--- src/rtl/kwd_pkg.sv ---
package kwd_pkg;

  // Control word field positions (software decodes these)
  localparam int FLAG_BIT = 15;
  localparam int KEY_LSB  = 4;
  localparam int KEY_W    = 8;
  localparam int SEL_LSB  = 1;
  localparam int SEL_W    = 2;

  typedef enum logic [1:0] {
    EV_RESET = 2'b00,
    EV_NMI   = 2'b01,
    EV_GPI   = 2'b10,
    EV_NONE  = 2'b11
  } evsel_e;

  typedef enum logic [1:0] {
    REG_CTRL   = 2'd0,
    REG_PERIOD = 2'd1,
    REG_COUNT  = 2'd2
  } regsel_e;

  // Strobes from control to datapath
  typedef struct packed {
    logic loadCount;   // reload countdown from period
    logic countEn;     // timer armed
    logic writePeriod; // capture bus data into period register
  } strobe_t;

endpackage

--- src/rtl/kwd_ctrl.sv ---
module kwd_ctrl
  import kwd_pkg::*;
#(
  parameter int               DATA_W      = 32,
  parameter logic [KEY_W-1:0] KEY_DISABLE = 8'hAD
) (
  input  logic              clk,
  input  logic              rstN,
  input  logic              busWr,
  input  logic [1:0]        busAddr,
  input  logic [DATA_W-1:0] busWdata,
  input  logic              hitZero,
  input  logic [DATA_W-1:0] periodVal,
  input  logic [DATA_W-1:0] countVal,
  output strobe_t           strobe,
  output logic [KEY_W-1:0]  enKey,
  output evsel_e            evSel,
  output logic              expired,
  output logic [DATA_W-1:0] busRdata
);

  logic             wrCtrl;
  logic             wrPeriod;
  logic             wrCount;
  logic             armed;
  logic             arming;
  logic [KEY_W-1:0] newKey;
  logic [DATA_W-1:0] ctrlWord;

  assign wrCtrl   = busWr && (busAddr == REG_CTRL);
  assign wrPeriod = busWr && (busAddr == REG_PERIOD);
  assign wrCount  = busWr && (busAddr == REG_COUNT);

  assign newKey = busWdata[KEY_LSB +: KEY_W];
  assign armed  = (enKey != KEY_DISABLE);
  assign arming = wrCtrl && !armed && (newKey != KEY_DISABLE);

  always_comb begin
    strobe.loadCount   = arming || wrCount;
    strobe.countEn     = armed;
    strobe.writePeriod = wrPeriod;
  end

  always_ff @(posedge clk) begin
    if (!rstN) begin
      enKey   <= KEY_DISABLE;
      evSel   <= EV_RESET;
      expired <= 1'b0;
    end else begin
      if (wrCtrl) begin
        enKey <= newKey;
        evSel <= evsel_e'(busWdata[SEL_LSB +: SEL_W]);
      end
      // expiry takes priority over a simultaneous clear
      if (hitZero) begin
        expired <= 1'b1;
      end else if (wrCtrl && busWdata[FLAG_BIT]) begin
        expired <= 1'b0;
      end
    end
  end

  always_comb begin
    ctrlWord                     = '0;
    ctrlWord[FLAG_BIT]           = expired;
    ctrlWord[KEY_LSB +: KEY_W]   = enKey;
    ctrlWord[SEL_LSB +: SEL_W]   = evSel;
  end

  always_comb begin
    case (busAddr)
      REG_CTRL:   busRdata = ctrlWord;
      REG_PERIOD: busRdata = periodVal;
      REG_COUNT:  busRdata = countVal;
      default:    busRdata = '0;
    endcase
  end

endmodule

--- src/rtl/kwd_datapath.sv ---
module kwd_datapath
  import kwd_pkg::*;
#(
  parameter int DATA_W = 32
) (
  input  logic              clk,
  input  logic              rstN,
  input  strobe_t           strobe,
  input  logic [DATA_W-1:0] busWdata,
  output logic [DATA_W-1:0] periodVal,
  output logic [DATA_W-1:0] countVal,
  output logic              hitZero
);

  localparam logic [DATA_W-1:0] ONE = DATA_W'(1);

  logic countNonZero;

  assign countNonZero = (countVal != '0);
  // reload wins over the final decrement
  assign hitZero = strobe.countEn && !strobe.loadCount && (countVal == ONE);

  always_ff @(posedge clk) begin
    if (!rstN) begin
      periodVal <= '0;
    end else if (strobe.writePeriod) begin
      periodVal <= busWdata;
    end
  end

  always_ff @(posedge clk) begin
    if (!rstN) begin
      countVal <= '0;
    end else if (strobe.loadCount) begin
      countVal <= periodVal;
    end else if (strobe.countEn && countNonZero) begin
      countVal <= countVal - ONE;
    end
  end

endmodule

--- src/rtl/kwd_events.sv ---
module kwd_events
  import kwd_pkg::*;
(
  input  logic   clk,
  input  logic   rstN,
  input  logic   hitZero,
  input  logic   expired,
  input  evsel_e evSel,
  output logic   rstPulse,
  output logic   nmiReq,
  output logic   gpiReq
);

  always_ff @(posedge clk) begin
    if (!rstN) begin
      rstPulse <= 1'b0;
    end else begin
      rstPulse <= hitZero && (evSel == EV_RESET);
    end
  end

  assign nmiReq = expired && (evSel == EV_NMI);
  assign gpiReq = expired && (evSel == EV_GPI);

endmodule

--- src/rtl/kwd_top.sv ---
module kwd_top
  import kwd_pkg::*;
#(
  parameter int               DATA_W      = 32,
  parameter logic [KEY_W-1:0] KEY_DISABLE = 8'hAD
) (
  input  logic              clk,
  input  logic              rstN,
  input  logic              busWr,
  input  logic [1:0]        busAddr,
  input  logic [DATA_W-1:0] busWdata,
  output logic [DATA_W-1:0] busRdata,
  output logic              rstPulse,
  output logic              nmiReq,
  output logic              gpiReq
);

  strobe_t           strobe;
  logic [KEY_W-1:0]  enKey;
  evsel_e            evSel;
  logic              expired;
  logic              hitZero;
  logic [DATA_W-1:0] periodVal;
  logic [DATA_W-1:0] countVal;

  kwd_ctrl #(.DATA_W(DATA_W), .KEY_DISABLE(KEY_DISABLE)) u_ctrl (
    .clk       (clk),
    .rstN      (rstN),
    .busWr     (busWr),
    .busAddr   (busAddr),
    .busWdata  (busWdata),
    .hitZero   (hitZero),
    .periodVal (periodVal),
    .countVal  (countVal),
    .strobe    (strobe),
    .enKey     (enKey),
    .evSel     (evSel),
    .expired   (expired),
    .busRdata  (busRdata)
  );

  kwd_datapath #(.DATA_W(DATA_W)) u_dp (
    .clk       (clk),
    .rstN      (rstN),
    .strobe    (strobe),
    .busWdata  (busWdata),
    .periodVal (periodVal),
    .countVal  (countVal),
    .hitZero   (hitZero)
  );

  kwd_events u_ev (
    .clk      (clk),
    .rstN     (rstN),
    .hitZero  (hitZero),
    .expired  (expired),
    .evSel    (evSel),
    .rstPulse (rstPulse),
    .nmiReq   (nmiReq),
    .gpiReq   (gpiReq)
  );

endmodule

--- config.mk ---
export PLATFORM = sky130hd
export DESIGN_NAME = kwd_top
export DESIGN_NICKNAME = d
export VERILOG_FILES = /design/src/rtl/kwd_pkg.sv /design/src/rtl/kwd_ctrl.sv /design/src/rtl/kwd_datapath.sv /design/src/rtl/kwd_events.sv /design/src/rtl/kwd_top.sv
export SDC_FILE = /design/constraint.sdc
export NUM_CORES = 1
export LEC_CHECK = 0
export CAP_MARGIN = 0
export CORE_ASPECT_RATIO = 1.75
export CORE_MARGIN = 3
export CORE_UTILIZATION = 49
export CTS_CLUSTER_DIAMETER = 40
export DETAILED_ROUTE_END_ITERATION = 8
export PLACE_DENSITY = 0.85
export SLEW_MARGIN = 20
export SYNTH_ARGS = -nofsm -noshare
export SYNTH_HDL_FRONTEND = slang
export SYNTH_SLANG_ARGS = --single-unit
--- constraint.sdc ---
create_clock -name clk -period 2 [get_ports clk]
set_input_delay 0.3 -clock clk [delete_from_list [all_inputs] [get_ports clk]]
set_output_delay 0.3 -clock clk [all_outputs]
set_load 0.02 [all_outputs]
**Word-level counts from Yosys, hierarchy flattened**

Index checks and enable logic that the tools add are counted.

- Logic and storage cells: 39
- Output and inout bits: 35
- Bits of input ports: 37
- Flip-flop bits (word level): 76

- Reductions and logical operators: 20
- Add/subtract/negate cells: 1
- Equality and inequality tests: 7
- Mux-type cells: 5

Operators with widths:

| operator | count |
|---|---|
| one-hot mux 32 bit (3 select lines) | 1 |
| 2-to-1 mux 32 bit | 2 |
| == test 32 x 1 -> 1 bit, second input constant | 1 |
| nonzero test 32 bit | 1 |
| subtractor 32 x 1 -> 32 bit, second input constant | 1 |
| != test 8 bit, second input constant | 2 |
| logical AND 1 bit | 12 |
| == test 2 x 1 -> 1 bit, second input constant | 2 |
| == test 2 bit, second input constant | 2 |
| logical NOT 2 bit | 2 |
| nonzero test 2 bit | 2 |
| logical NOT 1 bit | 2 |
| 2-to-1 mux 1 bit | 2 |
| logical OR 1 bit | 1 |

**Logic depth before layout (Yosys ltp)**

- Word-level depth: 9
- Mapped depth: 9
- Gate-level depth less buffers: 7

**By module**

Synthesis repeated with hierarchy kept, for this count alone.

- Cells, all modules: 475
- Area, all modules: 4113.9 um^2

Modules (own cells, without submodules):

| module | area an instance (um^2) | sequential area each (um^2) | times used | cells each |
|---|---|---|---|---|
| kwd_datapath | 3105.5 | 1281.2 | 1 | 347 |
| kwd_ctrl | 955.9 | 220.2 | 1 | 124 |
| kwd_events | 52.6 | 20.0 | 1 | 4 |

**Worst setup path before layout**

OpenSTA, ideal clock, no wires.

- Path type: flip-flop to flip-flop
- Start: register u_dp.countVal[0]
- End: register u_dp.countVal[13]
- Cell stages (with the launch flop): 9
- Required time: 1.926 ns
- Path slack: -0.134 ns
- Period minus slack after synthesis: 2.134 ns
- Arrival: 2.060 ns
- Buffers on the path: 1
- Library setup time: 0.074 ns
- Path through: dfxtp_1 -> inv_1 -> ha_1 -> nor3b_2 -> and4_1 -> a21oi_2 -> clkbuf_1 -> o311ai_0 -> a31oi_1

- Longest elaborated chain between the ends: 3
- Elaborated cells on any way between the ends: 6
- Classes of those cells: 1 x add/sub; 2 x mux; 3 x reduce/logical

Ends and longest elaborated chain:

| what | RTL line | text |
|---|---|---|
| start: declaration | kwd_datapath.sv:11 | `output logic [DATA_W-1:0] countVal,` |
| start signal: assignment | kwd_datapath.sv:35 | `countVal <= periodVal;` |
| start signal: assignment | kwd_datapath.sv:37 | `countVal <= countVal - ONE;` |
| subtractor 32 x 1 -> 32 bit / nonzero test 32 bit (equally long branches) | kwd_datapath.sv:37, kwd_datapath.sv:19 |  |
| 2-to-1 mux 32 bit / logical AND 1 bit (equally long branches) | kwd_datapath.sv:36 | `end else if (strobe.countEn && countNonZero) begin` |
| 2-to-1 mux 32 bit / nonzero test 2 bit (equally long branches) | n/a |  |

Several ways; a longest one is shown, not always the timed one. The select of a mux whose other input is x is not followed.
A chain may end at the register's enable or synchronous reset.

**Worst setup path after layout**

- Start: register u_dp.countVal[1]
- End: register u_dp.countVal[21]

Same word-level chain as after synthesis.

==> impl_metrics.tcl <==
set metrics [dict create \
    outcome "finished, violations left" \
    violations "setup timing" \
    arrival_ns 2.35 \
    yosys.area.top_type_share_pct 35.10 \
    fin_ws_ns -0.1251 \
    total_power_w 0.01388 \
    drive_above_1_share_pct 32.49 \
    cts.clk_slew.worst_paths_ns 0.06 \
    fin_crit_sh_pct 106.3 \
    die_w_um 77.10 \
    yosys.area.top_type "dfxtp_1" \
    antenna_found_initial 0 \
    ir_drop_v 0.001561 \
    clockBufferDepth 2 \
    synth_fa_ha_area_share_pct 0.5774 \
    fillers 545 \
    synth_compound_area_share_pct 24.54 \
    drtPass1Iterations 5 \
    drt_iter0_drc 610 \
    synthSimpleGateAreaFrac_pct 30.92 \
    rsz0062_at_grt "true" \
    drv_slew 0 \
    p_leak_nw 2.839 \
    die_h_um 130.4 \
    area_growth_pct 60.51 \
    cp-end-kind "register" \
    start_util_pct 51.12 \
    cp_max_fo 4 \
    fmax_mhz 470.6 \
    syn_area_sq_um 4334 \
    placementRows 44 \
    antenna_cells 0 \
    drc 0 \
    cap_violations 0 \
    grt_pass1_vias 5475 \
    fin_hold_ws_ns 0.4735 \
    synth-async-reset-ratio_pct 0 \
    ios 72 \
    slew_headroom_pct 71.21 \
    muxShareOfSynthArea_pct 2.887 \
    ys_seq_elements 76 \
    cts_buffers 9 \
    grt_max_degree 34 \
    synth_edf_count 0 \
    clk_latency_ns 0.34 \
    portBuffers 71 \
    synthFlopType "dfxtp_1" \
    final_net_count 782 \
    finClkSkew_ns 0.006871 \
    antenna_left 0 \
    worst_pin_slew_ns 0.4300 \
    synth_area_per_cell_sq_um 7.895 \
    cts_tree "built" \
    synth_cell_type_count 62 \
    path_class "reg -> reg" \
    synthCells 549 \
    vias 5415 \
    grt_first_pass_wirelength_mm 26.29 \
    synthesis.nets 588 \
    viasPerCell 6.275 \
    yosys-top-cells-area "dfxtp_1, nand2_1, a21oi_1" \
    yosysWarnings 0 \
    hold_viol_final 0 \
    wl_per_cell_um 20.14 \
    required_ns 2.22 \
    cp-start-kind "register" \
    pwr_density_cell_nw_per_um2 1995 \
    hold_buffers 0 \
    cts_root_buf "clkbuf_16" \
    wirelength_mm 17.38 \
    grt_overflow_total 0 \
    hpwlAfterDp_mm 11.91 \
    ys_seq_area_share_pct 35.10 \
    grt_usage_pct 33.37 \
    synth_top_family_by_area "simple AND/OR/NAND/NOR gates" \
    core_area_sq_um 8478 \
    numClockSinks 76 \
    fin_tns_setup_ns -0.7008 \
    cts.htree.levels 3 \
    hp-class "reg -> reg" \
    gp_congestion 0.9443 \
    die-area_sq_um 10050 \
    place_ws_ns -0.4541 \
    synth_xor_area_share_pct 0.8083 \
    finalCriticalPeriod_ns 2.125 \
    setup_violations 13 \
]
## stage by stage
stage                     utilization (%)  instances  instance area (sq um)
final                               82.05        863                   6957
after global routing                82.05        863                   6957
after CTS                           78.56        854                   6660
after detailed placement            71.89        829                   6095
after global placement              71.89        829                   6095
after floorplan                         -        549                   4349
## state kept, by name, indices dropped and copies added, names as in the netlist
signal          count
u_dp.countVal      32
u_ctrl.expired      1
u_dp.periodVal     32
u_ctrl.evSel        2
u_ev.rstPulse       1
u_ctrl.enKey        8
## worst paths after layout
| check | from | to | slack, ns | cells after the start |
|---|---|---|---|---|
| worst max-delay path | u_dp.countVal[1] | u_dp.countVal[21] | -0.13 | 6 |
| worst max register to register | u_dp.countVal[1] | u_dp.countVal[21] | -0.13 | 6 |
| worst min register to register | u_dp.periodVal[27] | u_dp.periodVal[27] | 0.47 | 2 |
| worst min-delay path | u_dp.periodVal[27] | u_dp.periodVal[27] | 0.47 | 2 |
## critical path, cell delays in order, from the launching register on
cell and delay (ns):
dfxtp_2 0.33, buf_6 0.12, or4_4 0.56, nor4_4 0.29
nand2_2 0.14, a32o_2 0.26, a221o_1 0.30
## cell usage after synthesis, types with 3 or more instances
cell       number
or4_1           4
nor4_4          5
a2bb2oi_1       5
nand3_1        28
nand4b_1        4
dfxtp_1        76
or3_1          11
and2_1          6
clkbuf_1       33
o211ai_1        4
nand3b_1        4
xnor2_1         4
nor2b_1         4
nor3_1          6
a31oi_1         9
buf_4           3
a21oi_1        47
nor2_1         12
inv_1           7
nand4_1         5
nor4_1         13
o21ai_0        20
mux2i_1        11
buf_6           3
or2_2           3
a22oi_1         9
nand2_1       128
a22o_1         23
a32oi_1        13
## placed cells by master, fill, tap and decap left out, types with 4 or more instances in the layout
cell type        netlist  layout
and2_1                 6       5
clkbuf_16              0       9
nand4_1                5       5
buf_4                  3     128
buf_6                  3      19
a22oi_1                9       8
clkdlybuf4s15_1        0       7
nand4b_1               4       4
nand3_1               28      23
mux2i_1               11      11
nor3_1                 6       6
nor4_4                 5       8
a31oi_1                9       8
inv_1                  7       5
or3_1                 11       8
a21oi_1               47      45
nor2_1                12      12
nand2_1              128     127
xnor2_1                4       4
a32oi_1               13      11
buf_12                 0       5
nand3b_1               4       4
clkdlybuf4s50_1        0      37
clkdlybuf4s15_2        0       4
o21ai_1                1       4
dlygate4sd2_1          0      23
o211ai_1               4       4
a22o_1                23      23
or4_4                  2       5
nor4_2                 0       9
o21ai_0               20      16
dfxtp_1               76      73
## per-layer routing
layer | routed length, um | part of all wire, % | GRT usage (%) | up-vias
met3 | 1069 | 6.2 | 6.036 | 109
met1 | 5831 | 34 | 31.47 | 2569
li1 | - | - | - | 2419
met5 | 0 | 0 | 0 | -
met2 | 9318 | 54 | 64.59 | 318
met4 | 1162 | 6.7 | 23.06 | 0
## cells by family (layout without fill, tap and decap cells)
kind of cell | Yosys count | in the layout
fa+ha+maj | 2 | 2
compound gates | 155 | 156
mux | 12 | 12
flops | 76 | 76
buf+inv | 50 | 248
simple gates | 250 | 250
xor+xnor | 4 | 4
## timing repair
action                     CTS  global route
pin swaps                   19            36
setup buffers                8            11
gates cloned                 1             0
setup endpoints to repair   65            31
gates resized for setup     95            47
## area by class of cell
| class | count | area (sq um) | share of cell area (%) |
|---|---|---|---|
| Clock buffer | 10 | 239.0 | 3.435 |
| Clock inverter | 6 | 87.58 | 1.259 |
| Inverter | 8 | 30.03 | 0.4317 |
| Multi-Input combinational cell | 424 | 2954 | 42.46 |
| Sequential cell | 76 | 1525 | 21.92 |
| Tap cell | 115 | 143.9 | 2.068 |
| Timing Repair Buffer | 224 | 1977 | 28.42 |
## power breakdown
group / leakage, nW / internal (W) / switching [W]
clock: 0.162 / 0.00113 / 0.000657
sequential: 0.620 / 0.00182 / 0.000316
combinational: 2.06 / 0.00509 / 0.00487
total: 2.84 / 0.00804 / 0.00584
No activity file was read; power rests on OpenSTA's default activity.
